`src/rtl/burst_pkg.sv`:
```
package burst_pkg;
    parameter int BURST_W = 2;
    typedef logic [BURST_W-1:0] beat_t;

    typedef enum logic {
        ORD_LINEAR     = 1'b0,
        ORD_INTERLEAVE = 1'b1
    } order_e;

    typedef struct packed {
        logic proc_go;
        logic ctrl_go;
        logic selected;
    } start_t;

    function automatic beat_t map_beat(beat_t first, beat_t step, order_e ord);
        if (ord == ORD_INTERLEAVE) return first ^ step;
        return beat_t'(first + step);
    endfunction
endpackage

```
`src/rtl/burst_start_decode.sv`:
```
module burst_start_decode
    import burst_pkg::*;
(
    input  logic   proc_strb_n,
    input  logic   ctrl_strb_n,
    input  logic   en_master_n,
    input  logic   en_hi,
    input  logic   en_lo_n,
    output start_t start_o
);
    always_comb begin
        start_o.proc_go  = !proc_strb_n && !en_master_n;
        start_o.ctrl_go  = proc_strb_n && !ctrl_strb_n;
        start_o.selected = !en_master_n && en_hi && !en_lo_n;
    end
endmodule

```
`src/rtl/burst_beat_counter.sv`:
```
module burst_beat_counter
    import burst_pkg::*;
(
    input  logic  clk,
    input  logic  rst,
    input  logic  restart,
    input  logic  step_en,
    output beat_t beat_o
);
    beat_t beat_q;

    always_ff @(posedge clk) begin
        if (rst || restart) beat_q <= '0;
        else if (step_en)   beat_q <= beat_q + 1'b1;
    end

    assign beat_o = beat_q;
endmodule

```
`src/rtl/burst_addr_map.sv`:
```
module burst_addr_map
    import burst_pkg::*;
#(
    parameter int ADDR_W = 20
) (
    input  logic [ADDR_W-1:0] base_i,
    input  beat_t             beat_i,
    input  order_e            ord_i,
    output logic [ADDR_W-1:0] addr_o
);
    localparam int HI_W = ADDR_W - BURST_W;

    generate
        if (HI_W > 0) begin : g_upper
            assign addr_o[ADDR_W-1:BURST_W] = base_i[ADDR_W-1:BURST_W];
        end
    endgenerate

    assign addr_o[BURST_W-1:0] = map_beat(base_i[BURST_W-1:0], beat_i, ord_i);
endmodule

```
`src/rtl/burst_addr_gen.sv`:
```
module burst_addr_gen
    import burst_pkg::*;
#(
    parameter int ADDR_W = 20
) (
    input  logic              clk,
    input  logic              rst,
    input  logic [ADDR_W-1:0] addr_i,
    input  logic              proc_strb_n,
    input  logic              ctrl_strb_n,
    input  logic              adv_n,
    input  logic              ilv_mode,
    input  logic              en_master_n,
    input  logic              en_hi,
    input  logic              en_lo_n,
    output logic [ADDR_W-1:0] acc_addr_o,
    output logic              cyc_valid_o,
    output logic              from_proc_o
);
    start_t            st;
    logic              go;
    logic              step_en;
    beat_t             beat;
    logic [ADDR_W-1:0] base_q;
    logic              valid_q;
    logic              proc_q;

    burst_start_decode u_dec (
        .proc_strb_n (proc_strb_n),
        .ctrl_strb_n (ctrl_strb_n),
        .en_master_n (en_master_n),
        .en_hi       (en_hi),
        .en_lo_n     (en_lo_n),
        .start_o     (st)
    );

    assign go      = st.proc_go || st.ctrl_go;
    // Advance only with both strobes idle and a valid cycle open
    assign step_en = proc_strb_n && ctrl_strb_n && !adv_n && valid_q;

    always_ff @(posedge clk) begin
        if (rst) begin
            base_q  <= '0;
            valid_q <= 1'b0;
            proc_q  <= 1'b0;
        end else if (go) begin
            base_q  <= addr_i;
            valid_q <= st.selected;
            proc_q  <= st.proc_go;
        end
    end

    burst_beat_counter u_cnt (
        .clk     (clk),
        .rst     (rst),
        .restart (go),
        .step_en (step_en),
        .beat_o  (beat)
    );

    burst_addr_map #(.ADDR_W(ADDR_W)) u_map (
        .base_i (base_q),
        .beat_i (beat),
        .ord_i  (order_e'(ilv_mode)),
        .addr_o (acc_addr_o)
    );

    assign cyc_valid_o = valid_q;
    assign from_proc_o = proc_q;
endmodule

```
`config.mk`:
```
export PLATFORM = sky130hd
export DESIGN_NAME = burst_addr_gen
export DESIGN_NICKNAME = d
export VERILOG_FILES = /design/src/rtl/burst_pkg.sv /design/src/rtl/burst_start_decode.sv /design/src/rtl/burst_beat_counter.sv /design/src/rtl/burst_addr_map.sv /design/src/rtl/burst_addr_gen.sv
export SDC_FILE = /design/constraint.sdc
export NUM_CORES = 1
export LEC_CHECK = 0
export ABC_AREA = 1
export BUFFER_PORTS_ARGS = -buffer_cell sky130_fd_sc_hd__buf_2
export CAP_MARGIN = 10
export CORE_MARGIN = 8
export CORE_UTILIZATION = 45
export CTS_BUF_LIST = sky130_fd_sc_hd__clkbuf_8 sky130_fd_sc_hd__clkbuf_16
export CTS_CLUSTER_SIZE = 12
export DETAILED_ROUTE_END_ITERATION = 8
export PLACE_DENSITY_LB_ADDON = 0.2
export SYNTH_ARGS = -nofsm -noshare
export SYNTH_HDL_FRONTEND = slang
export SYNTH_SLANG_ARGS = --single-unit
```
`constraint.sdc`:
```
create_clock -name clk -period 1.3 [get_ports clk]
set_clock_uncertainty 0.05 [all_clocks]
set_input_delay 0.13 -clock clk [delete_from_list [all_inputs] [get_ports clk]]
set_output_delay 0.13 -clock clk [all_outputs]
set_load 0.005 [all_outputs]
```
==> summary.txt, run 1 <==
Status
  • Status: finished with violations
  • Failing checks: negative setup slack

CTS
  • Sink Count: 24
  • CTS HTree Levels: 1
  • Root buf cell: clkbuf_8
  • Worst skew pair latency: 0.26 ns
  • Clk buf depth: 2
  • CTS clock-pin slew for the worst setup and hold paths: 0.08 ns
  • Hold buffers post-CTS: 0
  • TritonCTS clock tree: built
  • Total CTS buffers: 3

Pwr
  • PwrDens: 1290 nW/um2
  • Maximum VDD drop: 1.11 mV
  • Static Leak: 0.703 nW

Layout
  • Share of layout cells above drive strength 1: 36.4%
  • Filler cells: 242
  • Nets@finish: 215
  • Multi-input logic area: 428 um2
  • Fin area: 1330 um2
  • Post-Layout Cell Count: 214
  • Antenna diode count: 0
  • Synthesis-to-finish area growth: 18.6%
  • FF/Latch Area: 483 um2

Synthesis
  • Synth area leader: dfxtp_1
  • Flops & latches, synth: 24
  • Yosys cell types: 20
  • Ys async rst share: 0%
  • Post-Syn Area: 1120 um2
  • Ys Warns: 0
  • Post-synth EDFFs: 0
  • Synth area leaders: dfxtp_1 (43%), nor2_1 (17%), buf_4 (12%)
  • Area share of the largest cell type after synthesis: 42.8%
  • Syn Area/Cell: 7.39 um2
  • Synth Flop Type: dfxtp_1
  • Most frequent cell after synthesis: nor2_1
  • Synthesized instance count: 152
  • Top cells by count, synth: nor2_1 (50), dfxtp_1 (24), buf_4 (18)
  • Sequential-to-total area share from yosys stat: 42.8%
  • Synthesized Nets: 182

Floorplanning
  • I/O pins: 51
  • Die Ht: 66.0 um
  • Starting Density: 46.2%
  • Die area: 4350 um2
  • Die W: 66.0 um
  • Number of cell rows: 18
  • Core Area: 2430 um2

Setup path
  • CP Max Fanout: 2
  • Crit start category: flop
  • Crit-path cells: ha_4 > inv_2 > nor2_4 > inv_2 > nand2_1 > nand2_1 > inv_1 > buf_2
  • Reg2Reg Depth: 6
  • Arr. time, crit path: 1.17 ns
  • Crit Path Category: reg -> out
  • Crit. End Element: output pin
  • Worst EP required: 1.12 ns
  • Crit-path slowest cell: dfxtp_2
  • CP peak stage delay: 0.36 ns

STA
  • Max_slew headroom: 82.9%
  • Fin. Hold Viols: 0
  • Period utilisation layout: 104%
  • Slew @ Worst Pin: 0.256 ns
  • Peak Freq: 0.743 GHz
  • Unrepaired setup endpoints after global routing: true
  • Final setup margin: -0.0460 ns
  • Tmin final: 1.35 ns
  • Max-slew violations: 0
  • Final setup violation count: 1

Placement
  • Placed inst area: 1230 um2
  • PortBufs: 50
  • HPWL Detailed: 1900 um
  • Placer Congestion: 0.704
  • Dpl cells: 209
  • Pre-CTS WS: 0.161 ns

GRT
  • Gr usage total: 10.9%
  • Pin count of the biggest net entering global routing: 24
  • First-pass GRT wire length: 3820 um
  • Vias in the first global route: 925
  • Initial antenna violation count: 0
  • GRT Residual Overflow: 0

Routing
  • WL per Instance: 11.5 um
  • WL final: 2460 um
  • Vias/cell: 4.56
  • DR DRC count: 0
  • Via Count: 976
  • Final ANT Viol Nets: 0
  • Drt first pass iters: 4
  • Initial DRC count: 75

Hold path
  • Worst hold path class: in -> reg
  • Hold Path Stages: 3

Run
  • MaxCap Viol Count: 0
-- cell families after synthesis --
| family | after synthesis | synth area share, % |
|---|---|---|
| compound gates | 22 | 9.80 |
| xor+xnor | 2 | 1.56 |
| fa+ha+maj | 1 | 1.11 |
| buf+inv | 36 | 20.9 |
| flops | 24 | 42.8 |
| simple gates | 67 | 23.8 |
-- placed cells by master (no fill, tap or decap) --
cell type,count
o21ai_1,9
dfxtp_2,2
nand4_1,1
xor2_1,1
nand2_4,1
ha_4,1
nand3_1,1
nor2_4,1
inv_1,8
inv_4,1
xnor2_1,1
buf_4,2
bufinv_16,1
a21oi_1,2
o21ai_0,11
dfxtp_1,22
nand2_2,2
nor2_1,49
clkbuf_8,3
inv_2,3
buf_2,50
nand2_1,12
-- path summary, 6_finish.rpt --
kind / start / end / slack (ns)
min: addr_i[4] / base_q[4]$_SDFFE_PP0P_ / 0.05
max: base_q[0]$_SDFFE_PP0P_ / acc_addr_o[1] / -0.05
max reg2reg: u_cnt.beat_o[0]$_SDFFE_PP0P_ / u_cnt.beat_o[1]$_SDFFE_PP0P_ / 0.37
min reg2reg: from_proc_o$_SDFFE_PP0P_ / from_proc_o$_SDFFE_PP0P_ / 0.43
-- registers in the layout (all words and copies together) (netlist names) --
| signal | cells |
|---|---|
| base_q | 20 |
| u_cnt.beat_o | 2 |
| cyc_valid_o | 1 |
| from_proc_o | 1 |
-- where the power goes --
| group | total (mW) | switching [mW] | leakage [nW] | internal [mW] |
|---|---|---|---|---|
| sequential | 0.822 | 0.0305 | 0.200 | 0.792 |
| clock | 0.640 | 0.228 | 0.0357 | 0.411 |
| combinational | 0.250 | 0.135 | 0.467 | 0.115 |
| total | 1.71 | 0.394 | 0.703 | 1.32 |
-- layer usage --
layer / vias up / routed length [um] / GRT usage, %
li1: 512 / - / -
met1: 435 / 982 / 10.8
met2: 27 / 1240 / 19.4
met3: 2 / 228 / 5.59
met4: 0 / 10 / 2.93
met5: - / 0 / 0
-- critical path: cells and delay by family (launching register included) --
family / cells / cell delay, ns
DFF: 1 / 0.36
buffers and inverters: 4 / 0.21
adders and majority gates: 1 / 0.13
and+or+nand+nor: 3 / 0.20
-- cell type report --
class	instances	area share, %
multi-input cells	92	32.1
clock inverters	1	2.25
well taps	30	2.82
clock buffers	3	3.10
inverters	12	3.57
flip-flops and latches	24	36.2
repair buffers	52	19.9
-- what timing repair did --
item                       CTS  global route
setup endpoints to repair    1             1
setup buffers                1             0
resized for setup            3             5
pin swaps                    1             2
-- through the flow --
step / power (mW) / setup TNS, ns / utilization [%] / hold slack, ns
final: 1.71 / -0.0460 / 54.8 / 0.0534
after global routing: 1.80 / -0.132 / 54.8 / 0.0539
after CTS: 1.73 / -0.0517 / 54.1 / 0.0488
after detailed placement: 1.09 / 0 / 50.6 / 0.322
after global placement: 1.08 / 0 / 50.6 / 0.317
after floorplan: 1.04 / 0 / - / 0.218
Note: power is estimated with default switching activity, not from simulation.
==> inputs of run 2 (changes only) <==
--- a/config.mk
+++ b/config.mk
@@ -9,7 +9,7 @@
 export BUFFER_PORTS_ARGS = -buffer_cell sky130_fd_sc_hd__buf_2
 export CAP_MARGIN = 10
 export CORE_MARGIN = 8
-export CORE_UTILIZATION = 45
+export CORE_UTILIZATION = 40
 export CTS_BUF_LIST = sky130_fd_sc_hd__clkbuf_8 sky130_fd_sc_hd__clkbuf_16
 export CTS_CLUSTER_SIZE = 12
 export DETAILED_ROUTE_END_ITERATION = 8
==> run 2 against run 1 <==
  * The flow still finishes with violations (negative setup slack)
  * Critical endpoint unchanged
  * Routed wire length is 0.49% higher
  * Final cell count is 0.93% higher
  * Global-route usage is 0.65 points lower
  * Highest routed layer unchanged
  * Via count is 0.31% higher
  * Die area is 9.4% higher
  * Worst setup slack worse by 0.0060 ns
==> summary.txt, run 2 (synthesis results as in run 1) <==
Status
  • Status: finished with violations (unchanged)
  • Failing checks: negative setup slack (unchanged)

Floorplanning
  • Die Ht: 69 um (was 66.0 um)
  • Core Area: 2710 um2 (was 2430 um2)
  • Die area: 4760 um2 (was 4350 um2)
  • Number of cell rows: 19 (was 18)
  • Starting Density: 41.5% (was 46.2%)
  • I/O pins: 51 (unchanged)
  • Die W: 69 um (was 66.0 um)

CTS
  • CTS clock-pin slew for the worst setup and hold paths: 0.08 ns (about the same)
  • CTS HTree Levels: 1 (unchanged)
  • TritonCTS clock tree: built (unchanged)
  • Clk buf depth: 2 (unchanged)
  • Total CTS buffers: 3 (unchanged)
  • Sink Count: 24 (unchanged)
  • Worst skew pair latency: 0.26 ns (about the same)
  • Root buf cell: clkbuf_8 (unchanged)

STA
  • Unrepaired setup endpoints after global routing: true (unchanged)
  • Max-slew violations: 0 (unchanged)
  • Slew @ Worst Pin: 0.263 ns (was 0.256 ns)
  • Final setup violation count: 1 (unchanged)
  • Final setup TNS: -0.0520 ns (was -0.0460 ns)
  • Tmin final: 1.35 ns (about the same)
  • Period utilisation layout: 104% (about the same)
  • Final setup margin: -0.0520 ns (was -0.0460 ns)
  • Fin. Hold Viols: 0 (unchanged)
  • Worst hold slack: 0.0451 ns (was 0.0534 ns)
  • Max_slew headroom: 82.4% (was 82.9%)
  • Peak Freq: 0.740 GHz (was 0.743 GHz)

Setup path
  • Reg-to-reg slack, setup: 0.39 ns (was 0.37 ns)
  • CP peak stage delay: 0.33 ns (was 0.36 ns)
  • Worst EP required: 1.12 ns (about the same)
  • Top cell family by delay on the critical path: flip-flops (unchanged)
  • Crit Path Category: reg -> out (unchanged)
  • Crit. End Element: output pin (unchanged)
  • Crit-path slowest cell: dfxtp_2 (unchanged)
  • R2r endpoint: u_cnt.beat_o[1]$_SDFFE_PP0P_ (unchanged)
  • Crit-path cells: ha_1 > inv_1 > nor2_2 > inv_1 > nand2_1 > nand2_1 > inv_1 > buf_2 (was ha_4 > inv_2 > nor2_4 > inv_2 > nand2_1 > nand2_1 > inv_1 > buf_2)
  • Arr. time, crit path: 1.17 ns (about the same)
  • CP dominant cell by count: inv_1
  • CP Max Fanout: 2 (unchanged)
  • Reg-to-reg startpoint: u_cnt.beat_o[0]$_SDFFE_PP0P_ (unchanged)
  • Crit start category: flop (unchanged)
  • Reg2Reg Depth: 5 (was 6)
  • Worst path buffer plus inverter count: 4 (unchanged)

Hold path
  • Hold Crit Start: en_hi (was addr_i[4])
  • Worst hold path class: in -> reg (unchanged)
  • Hold Path Stages: 3 (unchanged)
  • Min-Delay Endpoint: cyc_valid_o$_SDFFE_PP0P_ (was base_q[4]$_SDFFE_PP0P_)

Layout
  • Nets@finish: 216 (was 215)
  • Most frequent cells in the layout: buf_2 (50), nor2_1 (49), dfxtp_1 (22) (unchanged)
  • Reg with most FFs: base_q (unchanged)
  • Synthesis-to-finish area growth: 17.8% (was 18.6%)
  • Max reg flops: 20 (unchanged)
  • Share of layout cells above drive strength 1: 35.1% (was 36.4%)
  • Post-Layout Cell Count: 216 (was 214)
  • Final design utilization: 48.8% (was 54.8%)
  • Filler cells: 295 (was 242)
  • Most common cell after layout, fill and taps aside: buf_2 (unchanged)
  • Antenna diode count: 0 (unchanged)

Routing
  • Final ANT Viol Nets: 0 (unchanged)
  • Initial DRC count: 35 (was 75)
  • Drt first pass iters: 2 (was 4)
  • DR DRC count: 0 (unchanged)
  • Via Count: 979 (was 976)
  • WL per Instance: 11.4 um (was 11.5 um)
  • Vias/cell: 4.53 (was 4.56)
  • WL final: 2470 um (was 2460 um)

Run
  • MaxCap Viol Count: 0 (unchanged)

Placement
  • Dpl cells: 211 (was 209)
  • PortBufs: 50 (unchanged)
  • HPWL Detailed: 1920 um (was 1900 um)
  • Placer Congestion: 0.726 (was 0.704)

GRT
  • Gr usage total: 10.2% (was 10.9%)
  • Met2 Use GR: 17.5% (was 19.4%)
  • Vias in the first global route: 944 (was 925)
  • First-pass GRT wire length: 4220 um (was 3820 um)
  • Most Crowded Layer GR: met2 (unchanged)
  • Global-route met1 utilization: 11.0% (was 10.8%)
  • GRT Residual Overflow: 0 (unchanged)
  • Initial antenna violation count: 0 (unchanged)
  • Pin count of the biggest net entering global routing: 24 (unchanged)
  • GR Util met3: 4.15% (was 5.59%)

Pwr
  • Total power: 1.72 mW (was 1.71 mW)
  • PwrDens: 1300 nW/um2 (was 1290 nW/um2)
  • Static Leak: 0.710 nW (was 0.703 nW)
  • Maximum VDD drop: 0.596 mV (was 1.11 mV)
[run 2: changes by cell type in the layout (fill, tap and decap cells not counted), sizes merged]
cell	change
buf	+1
[run 2: power breakdown]
part / leakage [nW] / switching [mW] / internal, mW
logic: 0.474 / 0.134 / 0.116
registers: 0.200 / 0.0269 / 0.792
clock network: 0.0357 / 0.235 / 0.411
total: 0.710 / 0.396 / 1.32
[run 2: routing by layer]
| metal | up-vias | part of all wire (%) |
|---|---|---|
| met2 | 30 | 47 |
| li1 | 514 | - |
| met3 | 4 | 7.0 |
| met5 | - | 0 |
| met4 | 0 | 1.4 |
| met1 | 431 | 45 |
[run 2: worst max-delay path by stage]
stage / start / end / slack, ns / cells after the start
floorplan: u_cnt.beat_o[0]$_SDFFE_PP0P_ / acc_addr_o[1] / 0.33 / 7
global route: u_cnt.beat_o[0]$_SDFFE_PP0P_ / acc_addr_o[1] / -0.12 / 8
CTS: u_cnt.beat_o[0]$_SDFFE_PP0P_ / acc_addr_o[1] / -0.07 / 8
detailed placement: u_cnt.beat_o[0]$_SDFFE_PP0P_ / acc_addr_o[1] / 0.15 / 8
global placement: u_cnt.beat_o[0]$_SDFFE_PP0P_ / acc_addr_o[1] / 0.23 / 8
finish: u_cnt.beat_o[0]$_SDFFE_PP0P_ / acc_addr_o[1] / -0.05 / 8
[run 2: what timing repair did]
action | in CTS | in global routing
gates cloned | 0 | 0
endpoints found under the setup margin | 1 | 1
hold buffers | 0 | 0
buffers inserted | 0 | 1
gates resized for setup | 3 | 0
pin swaps | 1 | 0
[run 2: worst min-delay path: stages]
cell and delay, ns:
buf_2 0.08, a21oi_1 0.05, nor2_1 0.07
[run 2: area by class of cell]
type	count	area, um2	share of cell area [%]
Sequential cell	24	483	36.5
Multi-Input combinational cell	92	410	31.0
Timing Repair Buffer	53	273	20.6
Inverter	12	47.5	3.59
Clock buffer	3	41.3	3.12
Tap cell	31	38.8	2.93
Clock inverter	1	30.0	2.27
[run 2: metrics by stage]
stage	cell area [um2]	worst slack, ns
finish	1320	-0.0520
global route	1320	-0.123
CTS	1320	-0.0743
detailed placement	1240	0.151
global placement	1240	0.228
floorplan	1120	0.333
